**config.mk**
```make
export PLATFORM = sky130hd
export DESIGN_NAME = pwr_out_sequencer
export DESIGN_NICKNAME = d
export VERILOG_FILES = /design/src/rtl/sqr_pkg.sv /design/src/rtl/sqr_sync.sv /design/src/rtl/sqr_hold_timer.sv /design/src/rtl/sqr_out_gate.sv /design/src/rtl/pwr_out_sequencer.sv
export SDC_FILE = /design/constraint.sdc
export NUM_CORES = 1
export LEC_CHECK = 0
export BUFFER_PORTS_ARGS = -buffer_cell sky130_fd_sc_hd__buf_2
export CAP_MARGIN = 10
export CORE_AREA = 4 4 47 49
export CTS_CLUSTER_DIAMETER = 120
export DETAILED_ROUTE_END_ITERATION = 16
export DIE_AREA = 0 0 51 53
export HOLD_SLACK_MARGIN = 0.1
export PLACE_DENSITY = 0.78
export RECOVER_POWER = 50
export SLEW_MARGIN = 20
export SYNTH_ARGS = -nofsm -noshare
export SYNTH_HDL_FRONTEND = slang
export SYNTH_SLANG_ARGS = --single-unit
export TNS_END_PERCENT = 30
```
**constraint.sdc**
```tcl
create_clock -name clk_i -period 1.5 [get_ports clk_i]
set_clock_uncertainty 0.15 [all_clocks]
set_input_delay 0.15 -clock clk_i [delete_from_list [all_inputs] [get_ports clk_i]]
set_output_delay 0.15 -clock clk_i [all_outputs]
set_load 0.05 [all_outputs]
```
**src/rtl/sqr_pkg.sv**
```systemverilog
package sqr_pkg;
  typedef enum logic [1:0] {
    PH_OFF    = 2'd0,
    PH_SETTLE = 2'd1,
    PH_RUN    = 2'd2
  } phase_e;
endpackage

```
**src/rtl/sqr_sync.sv**
```systemverilog
module sqr_sync #(
  parameter int STAGES = 2
) (
  input  logic clk,
  input  logic arst_n,
  input  logic d,
  output logic q
);
  logic [STAGES-1:0] sh_q;
  logic [STAGES-1:0] sh_d;

  always_comb begin
    sh_d = {sh_q[STAGES-2:0], d};
  end

  always_ff @(posedge clk or negedge arst_n) begin
    if (!arst_n) sh_q <= '0;
    else         sh_q <= sh_d;
  end

  assign q = sh_q[STAGES-1];
endmodule

```
**src/rtl/sqr_hold_timer.sv**
```systemverilog
module sqr_hold_timer #(
  parameter int HOLD_CYCLES = 8192
) (
  input  logic clk,
  input  logic rst_n,
  input  logic run,
  output logic done
);
  localparam int CW = (HOLD_CYCLES > 2) ? $clog2(HOLD_CYCLES) : 1;
  localparam logic [CW-1:0] LAST = CW'(HOLD_CYCLES - 1);

  logic [CW-1:0] cnt_q;
  logic [CW-1:0] cnt_d;
  logic          cnt_en;

  always_comb begin
    cnt_en = run && (cnt_q != LAST);
    if (!run)        cnt_d = '0;
    else if (cnt_en) cnt_d = cnt_q + 1'b1;
    else             cnt_d = cnt_q;
  end

  always_ff @(posedge clk or negedge rst_n) begin
    if (!rst_n) cnt_q <= '0;
    else        cnt_q <= cnt_d;
  end

  assign done = run && (cnt_q == LAST);

  // an idle timer always restarts from zero
  p_restart_zero_r5: assert property (@(posedge clk) disable iff (!rst_n)
    !run |=> (cnt_q == '0));
  // done may only appear after counting has stepped through the window
  p_done_after_count_r2: assert property (@(posedge clk) disable iff (!rst_n)
    $rose(done) |-> $past(run));
endmodule

```
**src/rtl/sqr_out_gate.sv**
```systemverilog
module sqr_out_gate #(
  parameter int NUM_CLK = 6
) (
  input  logic               en,
  input  logic [NUM_CLK-1:0] bank_i,
  input  logic               ref_i,
  output logic [NUM_CLK-1:0] bank_o,
  output logic               ref_o
);
  for (genvar g = 0; g < NUM_CLK; g++) begin : g_lane
    assign bank_o[g] = bank_i[g] & en;
  end
  assign ref_o = ref_i & en;

  // disabled lanes are quiet
  always_comb begin
    p_quiet_lanes_r6: assert (en || (bank_o == '0 && !ref_o));
  end
endmodule

```
**src/rtl/pwr_out_sequencer.sv**
```systemverilog
module pwr_out_sequencer
  import sqr_pkg::*;
#(
  parameter int NUM_CLK     = 6,
  parameter int HOLD_CYCLES = 8192,
  parameter int SYNC_STAGES = 2
) (
  input  logic               clk_i,
  input  logic               por_n_i,
  input  logic               sleep_n_i,
  input  logic [NUM_CLK-1:0] clk_bank_i,
  input  logic               ref_i,
  output logic [NUM_CLK-1:0] clk_bank_o,
  output logic               ref_o,
  output logic               osc_en_o,
  output logic               loop_pd_o,
  output logic               out_en_o,
  output logic [1:0]         status_o
);
  logic   rst_n;
  logic   awake;
  logic   tmr_done;
  logic   tmr_run;
  phase_e state_q;
  phase_e state_d;
  logic   out_en_q;
  logic   out_en_d;

  sqr_sync #(.STAGES(SYNC_STAGES)) u_rst_sync (
    .clk(clk_i), .arst_n(por_n_i), .d(1'b1), .q(rst_n)
  );

  sqr_sync #(.STAGES(SYNC_STAGES)) u_sleep_sync (
    .clk(clk_i), .arst_n(rst_n), .d(sleep_n_i), .q(awake)
  );

  assign tmr_run = (state_q == PH_SETTLE);

  sqr_hold_timer #(.HOLD_CYCLES(HOLD_CYCLES)) u_timer (
    .clk(clk_i), .rst_n(rst_n), .run(tmr_run), .done(tmr_done)
  );

  always_comb begin
    state_d = state_q;
    case (state_q)
      PH_OFF:    if (awake) state_d = PH_SETTLE;
      PH_SETTLE: if (!awake) state_d = PH_OFF;
                 else if (tmr_done) state_d = PH_RUN;
      PH_RUN:    if (!awake) state_d = PH_OFF;
      default:   state_d = PH_OFF;
    endcase
    out_en_d = (state_q == PH_RUN) && (state_d == PH_RUN);
  end

  always_ff @(posedge clk_i or negedge rst_n) begin
    if (!rst_n) begin
      state_q  <= PH_OFF;
      out_en_q <= 1'b0;
    end else begin
      state_q  <= state_d;
      out_en_q <= out_en_d;
    end
  end

  assign osc_en_o  = (state_q == PH_RUN);
  assign loop_pd_o = (state_q == PH_OFF);
  assign out_en_o  = out_en_q;
  assign status_o  = state_q;

  sqr_out_gate #(.NUM_CLK(NUM_CLK)) u_gate (
    .en(out_en_q), .bank_i(clk_bank_i), .ref_i(ref_i),
    .bank_o(clk_bank_o), .ref_o(ref_o)
  );

  // gates open only behind a running oscillator
  p_en_needs_osc_r8: assert property (@(posedge clk_i) disable iff (!rst_n)
    out_en_q |-> osc_en_o);
  // output enable rises one cycle after the oscillator enable
  p_en_rise_late_r8: assert property (@(posedge clk_i) disable iff (!rst_n)
    $rose(out_en_q) |-> $past(osc_en_o));
  // running is entered only when the timer reports the window complete
  p_run_after_hold_r2: assert property (@(posedge clk_i) disable iff (!rst_n)
    (state_q == PH_RUN && $past(state_q) == PH_SETTLE) |-> $past(tmr_done));
  // settling starts only from a synchronized release
  p_settle_on_wake_r4: assert property (@(posedge clk_i) disable iff (!rst_n)
    (state_q == PH_SETTLE && $past(state_q) == PH_OFF) |-> $past(awake));
  // a synchronized sleep forces held-off on the next edge
  p_sleep_forces_off_r3: assert property (@(posedge clk_i) disable iff (!rst_n)
    !awake |=> (state_q == PH_OFF && !out_en_q));
endmodule

```
## Word level (Yosys, flattened, before mapping)

Index checks and enable logic that the tools add are counted.

- Register bits: 20
- Word-level logic and storage cells: 30
- Output and inout bits: 12
- Bits of input ports: 10

- Mux-type cells: 7
- Bitwise logic cells: 7
- Equality and inequality tests: 6
- Reduce and logical (&&, ||, !) cells: 4
- Add/sub/neg operators: 1

Operators by type and width:

| operator | count |
|---|---|
| 13-bit 2-to-1 mux | 2 |
| 13-bit by 1-bit adder with 13-bit output, second input constant | 1 |
| 13-bit equality test, second input constant | 1 |
| 13-bit inequality test, second input constant | 1 |
| 2-bit 2-to-1 mux | 4 |
| 1-bit bitwise AND | 7 |
| 2-bit case mux with 3 select lines | 1 |
| 2-bit equality test, second input constant | 2 |
| 1-bit logical AND | 3 |
| 2-bit by 1-bit equality test with 1-bit output, second input constant | 1 |
| 2-bit logical NOT | 1 |
| 2-bit inequality test, second input constant | 1 |

## Depth between registers and ports, before layout

- Word-level depth: 7
- Mapped depth: 5
- Depth with buffers taken out: 5

## Hierarchy

From an unflattened synthesis, not the netlist that was laid out.

- Cells, all modules: 95
- Area total of the unflattened synthesis: 972.2 sq um

By module, submodules not included:

| module | instances | cells an instance | area an instance (sq um) | sequential area each (sq um) |
|---|---|---|---|---|
| sqr_hold_timer | 1 | 72 | 700.7 | 325.3 |
| pwr_out_sequencer | 1 | 12 | 127.6 | 75.1 |
| sqr_sync | 2 | 2 | 50.0 | 50.0 |
| sqr_out_gate | 1 | 7 | 43.8 | 0.0 |

## Worst setup path before layout

OpenSTA, ideal clock, no wires.

- Path type: register -> register
- From: register state_q[1] (netlist: status_o[1])
- To: register out_en_q (netlist: out_en_o)
- Library setup time: 0.069 ns
- Buffers on the path: 0
- Slack: -0.431 ns
- Clock period less this slack: 1.931 ns
- Required time: 1.281 ns
- Stages on the path, launching flop included: 3
- Arrival: 1.712 ns
- Cells stage by stage: dfrtp_1 > nor2b_1 > and2_1

- Elaborated cells on any way between the ends: 11
- Classes of those cells: eq/ne: 3; mux: 5; reduce/logical: 3

RTL lines:

| element | line | source |
|---|---|---|
| start, declared | pwr_out_sequencer.sv:24 | `phase_e state_q;` |
| start signal, assigned | pwr_out_sequencer.sv:60 | `state_q <= state_d;` |
| 2-bit equality test * | -- |  |
| net osc_en_o | pwr_out_sequencer.sv:15 | `output logic osc_en_o,` |
| 2-bit case mux with 3 select lines | pwr_out_sequencer.sv:45 | `case (state_q)` |
| 2-bit equality test | pwr_out_sequencer.sv:52 | `out_en_d = (state_q == PH_RUN) && (state_d == PH_RUN);` |
| 1-bit logical AND * | pwr_out_sequencer.sv:52 |  |
| net out_en_d | pwr_out_sequencer.sv:27 | `logic out_en_d;` |
| end signal, assigned | pwr_out_sequencer.sv:61 | `out_en_q <= out_en_d;` |
| end, declared | pwr_out_sequencer.sv:26 | `logic out_en_q;` |

Mark *: on every way through the listed nets, which the timed path passes. The rest lies on a longest branch.
A chain may end at the register's enable or synchronous reset.

## Worst setup path in the final report

- From: register u_timer.cnt_q[7]
- To: register u_timer.cnt_q[11]

- Word-level cells in the longest chain between the ends: 3
- Elaborated cells on any way between the ends: 6
- Classes of those cells: add/sub: 1; eq/ne: 2; mux: 2; reduce/logical: 1

Ends and longest elaborated chain:

| element | line | source |
|---|---|---|
| start, declared | sqr_hold_timer.sv:12 | `logic [CW-1:0] cnt_q;` |
| start signal, assigned | sqr_hold_timer.sv:25 | `else cnt_q <= cnt_d;` |
| 13-bit by 1-bit adder with 13-bit output or 13-bit inequality test (tied branches) | sqr_hold_timer.sv:19, sqr_hold_timer.sv:17 |  |
| 13-bit 2-to-1 mux or 1-bit logical AND (tied branches) | sqr_hold_timer.sv:19, sqr_hold_timer.sv:17 |  |
| 13-bit 2-to-1 mux or 2-bit inequality test (tied branches) | -- |  |

Parallel ways exist; a longest one is shown, timed or not. The select of a mux whose other input is x is not followed.

==> run_results.csv <==
group,metric,value,unit
synth,synth-xor-area-share,1.835,%
drt,postRouteAntennaNets,0,
setup_path,worstPathRequired,1.58,ns
clocking,insertion_delay,0.30,ns
layout,layout.nets,160,
floorplanning,core_area,1862,sq um
layout,diodes,0,
synth,synth_area_per_cell,10.49,sq um
setup_path,reg2reg_depth,4,
global_route,grt.overflow.total,0,
setup_path,worstReg2RegStart,"u_timer.cnt_q[7]$_DFFE_PN0P_",
synth,synth_compound_area_share,14.55,%
sta,rsz0062_at_grt,"true",
drt,firstDrtPassIters,4,
clocking,root_buffer,"clkbuf_4",
drt,vias,955,
pwr,clock_power_share,39.9,%
place,placed_area,1274,sq um
drt,drt-initial-drc-count,19,
pwr,p_sw_share,21.14,%
clocking,cts_num_sinks,20,
synth,synth.largest_area_cell,"dfrtp_1",
global_route,grt_first_pass_wirelength,4167,um
global_route,grt_pass1_vias,934,
setup_path,start_kind,"register",
drt,route.detailed.drc,0,
layout,areaGrowthSynthToFinish,57.93,%
setup_path,worst-r2r-setup-slack,-0.14,ns
pwr,combPwrFrac,8.9,%
floorplanning,dieHeight,53,um
setup_path,end_kind,"register",
synth,synth.area.top_cells,"dfrtp_1, and2_1, a21oi_1, nand3_2, nor2_1",
sta,post-route-min-period,1.636,ns
setup_path,path_max_fanout,4,
setup_path,crit_start,"u_timer.cnt_q[7]$_DFFE_PN0P_",
clocking,cts_tree,"built",
place,globalplace.congestion,0.8226,
synth,synth_mux_area_share,1.048,%
clocking,clockBufferDepth,2,
global_route,antenna_found_initial,0,
floorplanning,row_count,16,
floorplanning,io_pins,22,
synth,synth-adder-area-share,1.311,%
pwr,leakage,0.7132,nW
pwr,power,1.100,mW
floorplanning,die_x,51,um
drt,avgViaCountPerCell,5.457,
layout,final_util,80.98,%
status,outcome,"finished with violations",
pwr,p_per_area,729.4,nW/um^2
drt,wirelength,2788,um
synth,synth_cell_types,31,
clocking,cts-buffers-inserted,3,
synth,yosysTopAreaCellShare,52.42,%
synth,ys_warn_count,0,
status,violations,"negative setup slack",
synth,syn_area,954.7,sq um
sta,timing.final.ws_setup,-0.1360,ns
clocking,htreeDepth,1,
synth,synth_flop_cell,"dfrtp_1",
synth,async_flop_share,100.0,%
global_route,grt_max_degree,13,
place,io_buffers,21,
sta,setup_viol,7,
setup_path,cp_data_arrival_time,1.72,ns
pwr,switchingPower,232.5,uW
setup_path,r2r-end,"u_timer.cnt_q[11]$_DFFE_PN0P_",
layout,drive_gt1_share,47.97,%
global_route,grt_usage,21.22,%
clocking,clkTransAtPathRegs,0.11,ns
layout,final_area,1508,sq um
place,post-dp-hpwl,1652,um
synth,synth_nets,102,
synth,ys_seq_area_share,52.42,%
sta,finalMaxSlewViolations,0,
synth,synth_top_family_by_area,"simple AND/OR/NAND/NOR gates",
worst_hold_path,hold_class,"reg -> reg",
sta,fin_crit_sh,109.1,%
drt,avgRoutedWirePerCell,15.93,um
synth,synth_edf_count,0,
synth,syn_inst,91,
floorplanning,initial_core_util,51.28,%
sta,fmax,0.6112,GHz
synth,ys_ff_latch,20,
pwr,intPower,867.3,uW
synth,yosys.area_share.simple,28.05,%
pwr,vdd_drop_max,0.8336,mV
run,maxCapViolations,0,
setup_path,critPathCapture,"u_timer.cnt_q[11]$_DFFE_PN0P_",
floorplanning,die_area,2703,sq um
setup_path,worstSetupPathType,"reg -> reg",
sta,hold_viol_final,0,
worst_hold_path,min-delay-start,"u_sleep_sync.sh_q[0]$_DFF_PN0_",
sta,finalSetupTns,-0.6497,ns
pwr,p_seq_share,51.2,%
## power by group through the flow
stage               clock, mW  combinational [mW]  sequential [mW]
floorplan                   0              0.0264            0.584
global placement            0              0.0743            0.574
detailed placement          0              0.0758            0.575
CTS                     0.442              0.0909            0.561
global route            0.475               0.108            0.566
finish                  0.439              0.0976            0.563
## cells in the final DEF, fill, tap and decap left out, types with 3 or more instances in the layout
cell	count
a21oi_1	6
and2_1	8
buf_2	18
buf_4	24
buf_6	3
clkbuf_4	5
dfrtp_1	19
dlygate4sd3_1	5
nand2_1	4
nand3_4	3
nor2_1	6
o21ai_0	4
## repair_timing
action / 4_1_cts / 5_1_grt
setup buffers: 1 / 4
pin swaps: 8 / 9
setup endpoints to repair: 10 / 23
cloned: 0 / 0
gates resized for setup: 8 / 14
hold endpoints to repair: 10 / 0
hold buffers: 5 / 0
## stage by stage
stage                     setup slack [ns]  std cells  hold slack (ns)
final                              -0.1360        175           0.2129
after global routing               -0.2156        175           0.2362
after floorplan                    -0.1528         91          -0.2956
after global placement            -0.08490        161          -0.2149
after CTS                          -0.1195        171           0.2164
after detailed placement           -0.1156        161          -0.2128
## layout make-up
type	instances	area [sq um]
multi-input cells	70	541.8
flip-flops and latches	20	501.7
repair buffers	53	374.1
fillers	109	354.1
well taps	27	33.78
clock inverters	1	30.03
clock buffers	3	22.52
inverters	1	3.754
## synth_stat cells (3+ instances only)
| cell type | number |
|---|---|
| a21oi_1 | 8 |
| and2_1 | 9 |
| and3_1 | 3 |
| dfrtp_1 | 20 |
| nand2_1 | 4 |
| nand3_2 | 3 |
| nor2_1 | 7 |
| nor2b_1 | 3 |
| o21ai_0 | 4 |
## logic make-up after synthesis
| family | after synthesis |
|---|---|
| compound gates | 22 |
| fa+ha+maj | 1 |
| buf+inv | 1 |
| simple gates | 43 |
| mux | 1 |
| xor+xnor | 2 |
| other cells | 1 |
| flops | 20 |
## sequential cells by signal, indices dropped and copies added (netlist names)
signal and flops:
u_timer.cnt_q 13, status_o 2, u_rst_sync.sh_q 2, u_sleep_sync.sh_q 2, out_en_o 1
## how the worst min path moves through the flow
stage,slack (ns),depth (start not counted),endpoint
after global placement,-0.21,1,u_rst_sync.sh_q[0]$_DFF_PN0_
after global routing,0.24,0,u_sleep_sync.sh_q[1]$_DFF_PN0_
after CTS,0.22,0,u_sleep_sync.sh_q[1]$_DFF_PN0_
after floorplan,-0.30,0,u_rst_sync.sh_q[0]$_DFF_PN0_
after detailed placement,-0.21,1,u_rst_sync.sh_q[1]$_DFF_PN0_
final,0.21,0,u_sleep_sync.sh_q[1]$_DFF_PN0_
## worst max-delay path, stage by stage, from the launching register on
cell	delay (ns)
dfrtp_1	0.39
nand3_2	0.14
or2_4	0.28
or4_1	0.48
a21oi_1	0.13
## metal layers
layer | track usage [%] | share of wire, % | routed length [um] | vias to the layer above
li1 | - | - | - | 451
met1 | 22.74 | 34 | 952 | 444
met2 | 40.77 | 55 | 1525 | 50
met3 | 4.507 | 8.0 | 222 | 10
met4 | 7.175 | 3.2 | 88 | 0
met5 | 0 | 0 | 0 | -
Note: power is estimated with default switching activity, not from simulation.
